<file path="src/rtl/mfs_pkg.sv">
package mfs_pkg;
    typedef enum logic [2:0] {
        S_IDLE, S_START, S_BCAST, S_BITS, S_PAR, S_ACK
    } seq_state_t;

    typedef enum logic [2:0] {
        F_MADDR, F_SADDR, F_CTRL, F_TLEN, F_DATA
    } field_t;

    typedef enum logic [3:0] {
        EV_NONE, EV_TERR, EV_PERR, EV_AERR, EV_UNDER, EV_EOC, EV_EOF, EV_DSET
    } seq_event_t;

    localparam logic [2:0] ST_NONE   = 3'd0;
    localparam logic [2:0] ST_TIMING = 3'd1;
    localparam logic [2:0] ST_PARITY = 3'd2;
    localparam logic [2:0] ST_ACK    = 3'd3;
    localparam logic [2:0] ST_UNDER  = 3'd4;
endpackage

</file>
<file path="src/rtl/mfs_field_shift.sv">
module mfs_field_shift #(
    parameter int W  = 12,
    parameter int LW = 4
) (
    input  logic          clk,
    input  logic          rst_n,
    input  logic          load,
    input  logic [W-1:0]  load_val,
    input  logic [LW-1:0] load_len,
    input  logic          shift,
    output logic          bit_o,
    output logic          par_o
);
    logic [W-1:0] sr;

    always_ff @(posedge clk or negedge rst_n) begin
        if (!rst_n) begin
            sr    <= '0;
            par_o <= 1'b0;
        end else if (load) begin
            sr    <= load_val << (LW'(W) - load_len);
            par_o <= ^load_val;
        end else if (shift) begin
            sr    <= {sr[W-2:0], 1'b0};
        end
    end

    assign bit_o = sr[W-1];
endmodule

</file>
<file path="src/rtl/mfs_gap_timer.sv">
module mfs_gap_timer #(
    parameter int GAP = 8280
) (
    input  logic clk,
    input  logic rst_n,
    input  logic restart,
    input  logic arm,
    input  logic abort,
    output logic irq_start
);
    localparam int CW = $clog2(GAP + 1);

    logic [CW-1:0] elapsed;
    logic          pend;

    always_ff @(posedge clk or negedge rst_n) begin
        if (!rst_n) begin
            elapsed   <= '0;
            pend      <= 1'b0;
            irq_start <= 1'b0;
        end else begin
            irq_start <= 1'b0;
            if (restart) begin
                elapsed <= '0;
                pend    <= 1'b0;
            end else begin
                if (elapsed < CW'(GAP)) elapsed <= elapsed + CW'(1);
                if (abort) begin
                    pend <= 1'b0;
                end else if (arm) begin
                    pend <= 1'b1;
                end else if (pend && elapsed >= CW'(GAP)) begin
                    pend      <= 1'b0;
                    irq_start <= 1'b1;
                end
            end
        end
    end

    AST_START_GAP: assert property (@(posedge clk) disable iff (!rst_n)
        irq_start |-> (elapsed >= CW'(GAP)));
    AST_START_ONCE: assert property (@(posedge clk) disable iff (!rst_n)
        irq_start |-> !pend);
endmodule

</file>
<file path="src/rtl/mfs_ctrl.sv">
module mfs_ctrl
    import mfs_pkg::*;
#(
    parameter int MA_W      = 12,
    parameter int SA_W      = 12,
    parameter int CT_W      = 4,
    parameter int LEN_W     = 8,
    parameter int DAT_W     = 8,
    parameter int MAX_BYTES = 32,
    parameter int FW        = 12,
    parameter int LW        = 4
) (
    input  logic             clk,
    input  logic             rst_n,
    input  logic             start_req,
    input  logic             hdr_bcast,
    input  logic [MA_W-1:0]  hdr_maddr,
    input  logic [SA_W-1:0]  hdr_saddr,
    input  logic [CT_W-1:0]  hdr_ctrl,
    input  logic [LEN_W-1:0] hdr_len,
    input  logic [DAT_W-1:0] data_in,
    input  logic             data_vld,
    input  logic             slot_stb,
    input  logic             rx_bit,
    input  logic             slot_terr,
    input  logic             sh_bit,
    input  logic             sh_par,
    output logic             sh_load,
    output logic [FW-1:0]    sh_val,
    output logic [LW-1:0]    sh_len,
    output logic             sh_shift,
    output logic             accept,
    output logic             arm,
    output logic             abort,
    output logic             tx_bit,
    output logic             data_take,
    output logic             irq_dset,
    output logic             irq_eoc,
    output logic             irq_eof,
    output logic             err_timing,
    output logic             err_parity,
    output logic             err_ack,
    output logic             err_underrun,
    output logic [2:0]       status
);
    localparam int CNT_W = $clog2(MAX_BYTES + 1);

    seq_state_t       state, state_n;
    field_t           field, field_n;
    seq_event_t       ev;
    logic [LW-1:0]    bits_left;
    logic [CNT_W-1:0] byte_cnt;
    logic             bcast_q, try_byte;
    logic [MA_W-1:0]  ma_q;
    logic [SA_W-1:0]  sa_q;
    logic [CT_W-1:0]  ct_q;
    logic [LEN_W-1:0] tl_q;

    always_comb begin
        state_n  = state;
        field_n  = field;
        ev       = EV_NONE;
        sh_load  = 1'b0;
        sh_val   = '0;
        sh_len   = '0;
        sh_shift = 1'b0;
        arm      = 1'b0;
        try_byte = 1'b0;
        accept   = (state == S_IDLE) && start_req;
        if (accept) begin
            state_n = S_START;
        end else if (state != S_IDLE && slot_stb) begin
            if (slot_terr) begin
                ev      = EV_TERR;
                state_n = S_IDLE;
            end else begin
                unique case (state)
                    S_START: state_n = S_BCAST;
                    S_BCAST: begin
                        sh_load = 1'b1; sh_val = FW'(ma_q); sh_len = LW'(MA_W);
                        field_n = F_MADDR; state_n = S_BITS;
                    end
                    S_BITS: begin
                        if (bits_left == '0) state_n = S_PAR;
                        else                 sh_shift = 1'b1;
                    end
                    S_PAR: begin
                        if (rx_bit != sh_par) begin
                            ev = EV_PERR; state_n = S_IDLE;
                        end else if (field == F_MADDR) begin
                            arm     = 1'b1;
                            sh_load = 1'b1; sh_val = FW'(sa_q); sh_len = LW'(SA_W);
                            field_n = F_SADDR; state_n = S_BITS;
                        end else begin
                            state_n = S_ACK;
                        end
                    end
                    S_ACK: begin
                        if (!bcast_q && rx_bit) begin
                            ev = EV_AERR; state_n = S_IDLE;
                        end else begin
                            unique case (field)
                                F_SADDR: begin
                                    sh_load = 1'b1; sh_val = FW'(ct_q); sh_len = LW'(CT_W);
                                    field_n = F_CTRL; state_n = S_BITS;
                                end
                                F_CTRL: begin
                                    sh_load = 1'b1; sh_val = FW'(tl_q); sh_len = LW'(LEN_W);
                                    field_n = F_TLEN; state_n = S_BITS;
                                end
                                F_TLEN: begin
                                    if (tl_q == '0) begin ev = EV_EOC; state_n = S_IDLE; end
                                    else try_byte = 1'b1;
                                end
                                F_DATA: begin
                                    if (LEN_W'(byte_cnt) == tl_q) begin
                                        ev = EV_EOC; state_n = S_IDLE;
                                    end else if (byte_cnt == CNT_W'(MAX_BYTES)) begin
                                        ev = EV_EOF; state_n = S_IDLE;
                                    end else begin
                                        try_byte = 1'b1;
                                    end
                                end
                                default: state_n = S_IDLE;
                            endcase
                        end
                    end
                    default: state_n = S_IDLE;
                endcase
                if (try_byte) begin
                    if (!data_vld) begin
                        ev = EV_UNDER; state_n = S_IDLE;
                    end else begin
                        sh_load = 1'b1; sh_val = FW'(data_in); sh_len = LW'(DAT_W);
                        ev = EV_DSET; field_n = F_DATA; state_n = S_BITS;
                    end
                end
            end
        end
        abort = (state != S_IDLE) && (state_n == S_IDLE);
    end

    // state register and frame datapath
    always_ff @(posedge clk or negedge rst_n) begin
        if (!rst_n) begin
            state     <= S_IDLE;
            field     <= F_MADDR;
            bits_left <= '0;
            byte_cnt  <= '0;
            bcast_q   <= 1'b0;
            ma_q      <= '0;
            sa_q      <= '0;
            ct_q      <= '0;
            tl_q      <= '0;
        end else begin
            state <= state_n;
            field <= field_n;
            if (accept) begin
                bcast_q  <= hdr_bcast;
                ma_q     <= hdr_maddr;
                sa_q     <= hdr_saddr;
                ct_q     <= hdr_ctrl;
                tl_q     <= hdr_len;
                byte_cnt <= '0;
            end
            if (sh_load)       bits_left <= sh_len - LW'(1);
            else if (sh_shift) bits_left <= bits_left - LW'(1);
            if (ev == EV_DSET) byte_cnt <= byte_cnt + CNT_W'(1);
        end
    end

    // registered pulse outputs and status
    always_ff @(posedge clk or negedge rst_n) begin
        if (!rst_n) begin
            data_take <= 1'b0; irq_dset <= 1'b0; irq_eoc <= 1'b0; irq_eof <= 1'b0;
            err_timing <= 1'b0; err_parity <= 1'b0; err_ack <= 1'b0; err_underrun <= 1'b0;
            status <= ST_NONE;
        end else begin
            data_take    <= (ev == EV_DSET);
            irq_dset     <= (ev == EV_DSET);
            irq_eoc      <= (ev == EV_EOC);
            irq_eof      <= (ev == EV_EOF);
            err_timing   <= (ev == EV_TERR);
            err_parity   <= (ev == EV_PERR);
            err_ack      <= (ev == EV_AERR);
            err_underrun <= (ev == EV_UNDER);
            if (accept) begin
                status <= ST_NONE;
            end else begin
                unique case (ev)
                    EV_TERR:  status <= ST_TIMING;
                    EV_PERR:  status <= ST_PARITY;
                    EV_AERR:  status <= ST_ACK;
                    EV_UNDER: status <= ST_UNDER;
                    default:  ;
                endcase
            end
        end
    end

    always_comb begin
        unique case (state)
            S_START: tx_bit = 1'b0;
            S_BCAST: tx_bit = bcast_q;
            S_BITS:  tx_bit = sh_bit;
            S_PAR:   tx_bit = sh_par;
            default: tx_bit = 1'b1;
        endcase
    end

    AST_ERR_IDLE: assert property (@(posedge clk) disable iff (!rst_n)
        (err_timing || err_parity || err_ack || err_underrun) |-> (state == S_IDLE));
    AST_QUIET_IDLE: assert property (@(posedge clk) disable iff (!rst_n)
        (state == S_IDLE && $past(state) == S_IDLE) |->
        !(irq_dset || irq_eoc || irq_eof || err_timing || err_parity || err_ack || err_underrun));
    AST_DSET_HAS_DATA: assert property (@(posedge clk) disable iff (!rst_n)
        irq_dset |-> $past(data_vld));
    AST_BYTE_CAP: assert property (@(posedge clk) disable iff (!rst_n)
        byte_cnt <= CNT_W'(MAX_BYTES));
    AST_EOF_AT_CAP: assert property (@(posedge clk) disable iff (!rst_n)
        irq_eof |-> (byte_cnt == CNT_W'(MAX_BYTES)));
    AST_EOC_COUNT: assert property (@(posedge clk) disable iff (!rst_n)
        irq_eoc |-> (LEN_W'(byte_cnt) == tl_q));
endmodule

</file>
<file path="src/rtl/mfs_master_seq.sv">
module mfs_master_seq #(
    parameter int MA_W      = 12,
    parameter int SA_W      = 12,
    parameter int CT_W      = 4,
    parameter int LEN_W     = 8,
    parameter int DAT_W     = 8,
    parameter int MAX_BYTES = 32,
    parameter int START_GAP = 8280
) (
    input  logic             clk,
    input  logic             rst_n,
    input  logic             start_req,
    input  logic             hdr_bcast,
    input  logic [MA_W-1:0]  hdr_maddr,
    input  logic [SA_W-1:0]  hdr_saddr,
    input  logic [CT_W-1:0]  hdr_ctrl,
    input  logic [LEN_W-1:0] hdr_len,
    input  logic [DAT_W-1:0] data_in,
    input  logic             data_vld,
    output logic             data_take,
    input  logic             slot_stb,
    input  logic             rx_bit,
    input  logic             slot_terr,
    output logic             tx_bit,
    output logic             irq_start,
    output logic             irq_dset,
    output logic             irq_eoc,
    output logic             irq_eof,
    output logic             err_timing,
    output logic             err_parity,
    output logic             err_ack,
    output logic             err_underrun,
    output logic [2:0]       status
);
    localparam int FW = (MA_W > SA_W) ? MA_W : SA_W;
    localparam int LW = $clog2(FW + 1);

    logic          sh_load, sh_shift, sh_bit, sh_par, accept, arm, abort;
    logic [FW-1:0] sh_val;
    logic [LW-1:0] sh_len;

    mfs_ctrl #(
        .MA_W(MA_W), .SA_W(SA_W), .CT_W(CT_W), .LEN_W(LEN_W), .DAT_W(DAT_W),
        .MAX_BYTES(MAX_BYTES), .FW(FW), .LW(LW)
    ) u_ctrl (
        .clk(clk), .rst_n(rst_n), .start_req(start_req),
        .hdr_bcast(hdr_bcast), .hdr_maddr(hdr_maddr), .hdr_saddr(hdr_saddr),
        .hdr_ctrl(hdr_ctrl), .hdr_len(hdr_len),
        .data_in(data_in), .data_vld(data_vld),
        .slot_stb(slot_stb), .rx_bit(rx_bit), .slot_terr(slot_terr),
        .sh_bit(sh_bit), .sh_par(sh_par),
        .sh_load(sh_load), .sh_val(sh_val), .sh_len(sh_len), .sh_shift(sh_shift),
        .accept(accept), .arm(arm), .abort(abort),
        .tx_bit(tx_bit), .data_take(data_take), .irq_dset(irq_dset),
        .irq_eoc(irq_eoc), .irq_eof(irq_eof),
        .err_timing(err_timing), .err_parity(err_parity),
        .err_ack(err_ack), .err_underrun(err_underrun), .status(status)
    );

    mfs_field_shift #(.W(FW), .LW(LW)) u_shift (
        .clk(clk), .rst_n(rst_n), .load(sh_load), .load_val(sh_val),
        .load_len(sh_len), .shift(sh_shift), .bit_o(sh_bit), .par_o(sh_par)
    );

    mfs_gap_timer #(.GAP(START_GAP)) u_gap (
        .clk(clk), .rst_n(rst_n), .restart(accept), .arm(arm),
        .abort(abort), .irq_start(irq_start)
    );
endmodule

</file>
<file path="config.mk">
export PLATFORM = sky130hd
export DESIGN_NAME = mfs_master_seq
export DESIGN_NICKNAME = d
export VERILOG_FILES = /design/src/rtl/mfs_pkg.sv /design/src/rtl/mfs_field_shift.sv /design/src/rtl/mfs_gap_timer.sv /design/src/rtl/mfs_ctrl.sv /design/src/rtl/mfs_master_seq.sv
export SDC_FILE = /design/constraint.sdc
export NUM_CORES = 1
export LEC_CHECK = 0
export CORE_MARGIN = 5
export CORE_UTILIZATION = 35
export CTS_CLUSTER_DIAMETER = 80
export DETAILED_ROUTE_END_ITERATION = 7
export GPL_TIMING_DRIVEN = 0
export PLACE_DENSITY = 0.53
export SYNTH_ARGS = -nofsm -noshare
export SYNTH_HDL_FRONTEND = slang
export SYNTH_SLANG_ARGS = --single-unit
</file>
<file path="constraint.sdc">
create_clock -name clk -period 7.5 [get_ports clk]
set_clock_uncertainty 0.05 [all_clocks]
set_input_delay 1.5 -clock clk [delete_from_list [all_inputs] [get_ports clk]]
set_output_delay 1.5 -clock clk [all_outputs]
set_load 0.02 [all_outputs]
</file>
==> results.cfg, run 1 <==
[critical_path]
worstSetupEndpointType = flip-flop
cp.required_ns = 7.65
critPathLaunchType = primary input
path_class = primary input to flip-flop
worstPathMaxFanout = 10
critPathArrivalTime_ns = 4.74

[power_and_ir_drop]
ir_worst_vdd_mv = 0.141
power_density_nw_per_um2 = 309
leakage_nw = 2.84

[routing]
wl_per_cell_um = 16.9
wirelength_mm = 14.3
drt-initial-drc-count = 291
vias = 4438
postRouteAntennaNets = 0
via_per_inst = 5.25
drc = 0
dr.pass1.iters = 5

[clocking]
cts.clk_slew.worst_paths_ns = 0.07
cts_buffers = 9
htreeDepth = 3
tritoncts = yes
cts_buffer_depth = 2
postCtsSetupBuffers = 0
clk_latency_ns = 0.35
cts_hold_buf = 0
clock-sinks = 92
cts-resized-gates = 0
cts_root_buffer = clkbuf_16

[die]
rows = 44
start_util_pct = 35.2
pin_count = 65
coreArea_um2 = 14400
die_y_um = 130
dieWidth_um = 130
die-area_um2 = 17000

[logic_synthesis]
synth-main-ff-cell = dfrtp_1
ys_async_sr_fraction_pct = 100
synth_cells = 581
synthXorXnorAreaFrac_pct = 5.88
synth.distinct_cells = 70
netlist_area_um2 = 5060
synthSimpleGateAreaFrac_pct = 27.2
synth_mux_area_share_pct = 0.840
yosysSeqAreaShare_pct = 45.5
synth-seq-cells = 92
synth_fa_ha_area_share_pct = 1.24
yosys_warnings = 0
avgSynthCellArea_um2 = 8.72
synth_compound_area_share_pct = 15.8
synth_top_family_by_area = simple AND/OR/NAND/NOR gates
synth_edf_count = 0
synth_nets = 638

[sta]
worst_pin_slew_ns = 0.903
final.setup.tns_ns = 0
fin_crit_sh_pct = 61.2
drv_slew = 0
finalHoldViolCount = 0
rsz0062_at_grt = no
whs_ns = 0.430
setup_viol_count_final = 0
period_needed_ns = 4.59
fmax_mhz = 218
timing.final.ws_setup_ns = 2.91
max_slew_margin_pct = 39.4

[global_routing]
globalRoute.totalOverflow = 0
grt_max_degree = 54
grt.total_usage_pct = 17.6
grt_pass1_wl_mm = 23.1
antenna_found_initial = 0
grt_pass1_vias = 4403

[hold_path]
hold_path_class = flip-flop to flip-flop

[finish]
fin_nets = 714
syn_to_final_growth_pct = 24.4
layout-drive-gt1-share_pct = 7.40
diodes = 0

[run_status]
status = finished, final reports clean

[placement]
pre_cts_slack_ns = 2.81
io_buffers = 64
place_congestion = 0.950
dp_hpwl_mm = 10.7

[run]
maxCapViolations = 0
cells in the mapped netlist, types with 3 or more instances:
master / n / share of area, %
a21oi_1: 30 / 3.0
a222oi_1: 8 / 1.6
a31oi_1: 7 / 0.86
and2_1: 3 / 0.37
and3_1: 9 / 1.1
buf_1: 5 / 0.37
buf_2: 8 / 0.79
clkbuf_1: 15 / 1.1
dfrtp_1: 92 / 45
ha_1: 5 / 1.2
inv_1: 11 / 0.82
nand2_1: 162 / 12
nand2b_1: 11 / 1.4
nand3_1: 10 / 0.99
nand4_1: 4 / 0.49
nor2_1: 41 / 3.0
nor2b_1: 4 / 0.49
nor3_1: 11 / 1.1
nor3b_1: 3 / 0.44
nor4_1: 4 / 0.49
nor4_4: 3 / 1.3
nor4bb_1: 4 / 0.79
o211ai_1: 3 / 0.44
o21a_1: 3 / 0.44
o21ai_0: 30 / 3.0
o22ai_1: 4 / 0.49
o31ai_1: 3 / 0.44
or3_1: 6 / 0.74
xnor2_1: 14 / 2.4
xor2_1: 13 / 2.2
where the power goes:
group / internal [mW] / switching (mW) / total (mW)
logic: 0.257 / 0.386 / 0.643
registers: 0.648 / 0.132 / 0.780
clock network: 0.320 / 0.200 / 0.520
total: 1.23 / 0.718 / 1.94
kinds of logic (layout without fill, tap and decap cells):
logic type	Yosys count	count (layout)
fa+ha+maj	5	5
mux	4	4
flops	92	92
simple gates	290	290
compound gates	118	118
buf+inv	42	123
xor+xnor	30	30
worst paths after layout:
path / from / endpoint / slack (ns) / cells after the start
worst max-delay path: slot_stb / u_shift.sr[8] / 2.91 / 8
worst min-delay path: u_ctrl.ct_q[3] / u_ctrl.ct_q[3] / 0.43 / 2
worst max register to register: u_ctrl.state[1] / u_shift.sr[8] / 4.06 / 11
worst min register to register: u_ctrl.ct_q[3] / u_ctrl.ct_q[3] / 0.43 / 2
max in group asynchronous: rst_n / u_ctrl.ct_q[3] / 5.66 / 2
min in group asynchronous: rst_n / u_ctrl.field[2] / 1.08 / 1
worst max-delay path, stage by stage:
cell	delay (ns)
clkdlybuf4s50_1	0.67
nor3b_2	0.57
nand2_2	0.28
inv_4	0.19
clkbuf_1	0.50
nor2_1	0.22
a2111oi_0	0.72
a31oi_1	0.08
layout by cell type (no fill, tap or decap), types with 5 or more instances in the layout:
master,n
a21oi_1,30
a222oi_1,8
a31oi_1,7
and3_1,9
buf_1,5
buf_2,8
clkbuf_1,16
clkbuf_16,9
clkdlybuf4s50_1,63
dfrtp_1,92
ha_1,5
inv_1,11
nand2_1,162
nand2b_1,11
nand3_1,10
nor2_1,41
nor3_1,11
o21ai_0,30
or3_1,6
xnor2_1,14
xor2_1,13
per-layer routing:
metal	part of all wire, %	global-route usage, %
met3	5.2	3.97
met4	1.3	5.75
met2	47	27.2
met1	47	24.7
met5	0	0
layout make-up:
cell class	instances	area, µm²
buffer	30	134
clock buffer	13	270
timing repair buffer	65	666
clock inverter	3	67.6
multi-input combinational	447	2580
fill	1440	8070
sequential	92	2300
tap	184	230
inverter	12	47.5
flip-flops by register name (all words and copies together), names as in the netlist, 3 cells and up:
register and count:
u_ctrl.status 3, u_gap.elapsed 14, u_ctrl.ct_q 4, u_ctrl.sa_q 12, u_ctrl.state 3, u_ctrl.field 3, u_ctrl.byte_cnt 6, u_ctrl.tl_q 8
u_shift.sr 12, u_ctrl.bits_left 4, u_ctrl.ma_q 12
metrics by stage:
stage / total power, mW / utilization [%] / instance area (µm²) / std cells
floorplan: 1.20 / - / 5060 / 581
global placement: 1.41 / 41.3 / 5930 / 829
detailed placement: 1.43 / 41.5 / 5960 / 830
CTS: 1.96 / 43.8 / 6300 / 846
global route: 2.08 / 43.8 / 6300 / 846
finish: 1.94 / 43.8 / 6300 / 846
Note: power is estimated with default switching activity, not from simulation.
==> run 2, diff against run 1 <==
--- a/config.mk
+++ b/config.mk
@@ -10,7 +10,7 @@
 export CTS_CLUSTER_DIAMETER = 80
 export DETAILED_ROUTE_END_ITERATION = 7
 export GPL_TIMING_DRIVEN = 0
-export PLACE_DENSITY = 0.53
+export PLACE_DENSITY = 0.55
 export SYNTH_ARGS = -nofsm -noshare
 export SYNTH_HDL_FRONTEND = slang
 export SYNTH_SLANG_ARGS = --single-unit
==> constraint.sdc (replaced) <==
create_clock -name clk -period 4.1 [get_ports clk]
set_clock_uncertainty 0.05 [all_clocks]
set_input_delay 0.82 -clock clk [delete_from_list [all_inputs] [get_ports clk]]
set_output_delay 0.82 -clock clk [all_outputs]
set_load 0.02 [all_outputs]
==> run 2 against run 1 <==
  * Hold slack about the same
  * Die area unchanged
  * Sequential cell count unchanged
  * First-iteration DRC count down 2.4%
  * Worst setup slack worse by 2.6 ns
  * Wire length down 1.7%
==> results.cfg, run 2 (synthesized netlist as in run 1, its figures left out) <==
[finish]
diodes = 0
final_cell_mix = nand2_1 (162), dfrtp_1 (92), clkdlybuf4s50_1 (63)
largest_reg_flops = 14
layout-drive-gt1-share_pct = 7.55
design_area_um2 = 6330
fillers = 1424
largest-register = u_gap.elapsed
layout.cells.most_common = nand2_1
syn_to_final_growth_pct = 25.1
fin_nets = 714
multi_input_area_um2 = 2580
seq_area_um2 = 2300
fin_util_pct = 44.1

[placement]
dp_hpwl_mm = 10.7
pre_cts_slack_ns = 0.0676
placed_cell_area_um2 = 5960
place_congestion = 0.926
io_buffers = 64

[routing]
vias = 4397
wirelength_mm = 14.1
via_per_inst = 5.20
postRouteAntennaNets = 0
dr.pass1.iters = 5
drt-initial-drc-count = 284
wl_per_cell_um = 16.6
drc = 0

[sta]
max_slew_margin_pct = 38.8
fin_crit_sh_pct = 92.1
rsz0062_at_grt = no
whs_ns = 0.430
period_needed_ns = 3.78
setup_viol_count_final = 0
worst_pin_slew_ns = 0.913
fmax_mhz = 265
finalHoldViolCount = 0
timing.final.ws_setup_ns = 0.322
drv_slew = 0

[global_routing]
grt_pass1_vias = 4355
grt_pass1_wl_mm = 23.1
globalRoute.totalOverflow = 0
antenna_found_initial = 0
grt.total_usage_pct = 17.5
grt_max_degree = 48

[clocking]
clock-sinks = 92
postCtsSetupBuffers = 0
clk_latency_ns = 0.35
htreeDepth = 3
cts_buffers = 9
cts_hold_buf = 0
cts_buffer_depth = 2
tritoncts = yes
cts_root_buffer = clkbuf_16
cts-resized-gates = 0
cts.clk_slew.worst_paths_ns = 0.07

[hold_path]
hold_path_class = flip-flop to flip-flop

[critical_path]
cpPeakStageDelay_ns = 0.65
critPathLaunchType = primary input
slowest_stage = a2111oi_0
cp.required_ns = 4.26
worstSetupEndpointType = flip-flop
worstPathMaxFanout = 10
critPathArrivalTime_ns = 3.93
path_class = primary input to flip-flop
crit_chain = clkdlybuf4s50_1, and2b_1, nor3_2, o2111ai_1, nand2_1, nand2_2, inv_4, clkbuf_1, nor2_1, a2111oi_0, a31oi_1

[power_and_ir_drop]
leakage_nw = 2.85
power_density_nw_per_um2 = 574
ir_worst_vdd_mv = 0.242

[die]
start_util_pct = 35.2
pin_count = 65
rows = 44
die-area_um2 = 17000
dieWidth_um = 130
coreArea_um2 = 14400
die_y_um = 130

[run_status]
status = finished, final reports clean

[run]
maxCapViolations = 0
[run 2: path summary, 6_finish.rpt]
check,startpoint,end,slack (ns),cells past startpoint
max,rx_bit,u_shift.sr[8],0.32,11
min,u_ctrl.sa_q[1],u_ctrl.sa_q[1],0.43,2
max reg2reg,u_ctrl.state[1],u_ctrl.bits_left[2],0.63,13
min reg2reg,u_ctrl.sa_q[1],u_ctrl.sa_q[1],0.43,2
max in group asynchronous,rst_n,u_ctrl.sa_q[1],2.91,2
min in group asynchronous,rst_n,u_ctrl.state[1],0.44,1
[run 2: area by class of cell]
class	instances	share of cell area, %
Buffer	30	2.11
Timing Repair Buffer	65	10.5
Tap cell	184	3.63
Clock inverter	6	2.13
Multi-Input combinational cell	447	40.7
Clock buffer	10	3.77
Sequential cell	92	36.3
Inverter	12	0.751
[run 2: critical path: cells and delay by family]
kind / cells / cell delay, ns
buf+inv: 3 / 1.16
simple gates: 5 / 1.01
compound gates: 3 / 0.94
[run 2: routing by layer]
layer,vias to the layer above,wire length (µm),global-route usage (%)
met3,19,547,3.40
li1,2160,-,-
met1,2124,6800,25.0
met4,0,220,5.38
met5,-,0,0
met2,94,6510,26.8
[run 2: metrics by stage]
step | setup TNS, ns | cells | power [mW]
2_1_floorplan | 0 | 581 | 2.19
3_3_place_gp | -126.99 | 829 | 2.58
3_5_place_dp | 0 | 830 | 2.61
4_1_cts | 0 | 846 | 3.66
5_1_grt | 0 | 846 | 3.89
6_report | 0 | 846 | 3.64
[run 2: power by group]
part / internal [mW] / switching, mW
registers: 1.19 / 0.241
clock network: 0.674 / 0.369
logic: 0.470 / 0.695
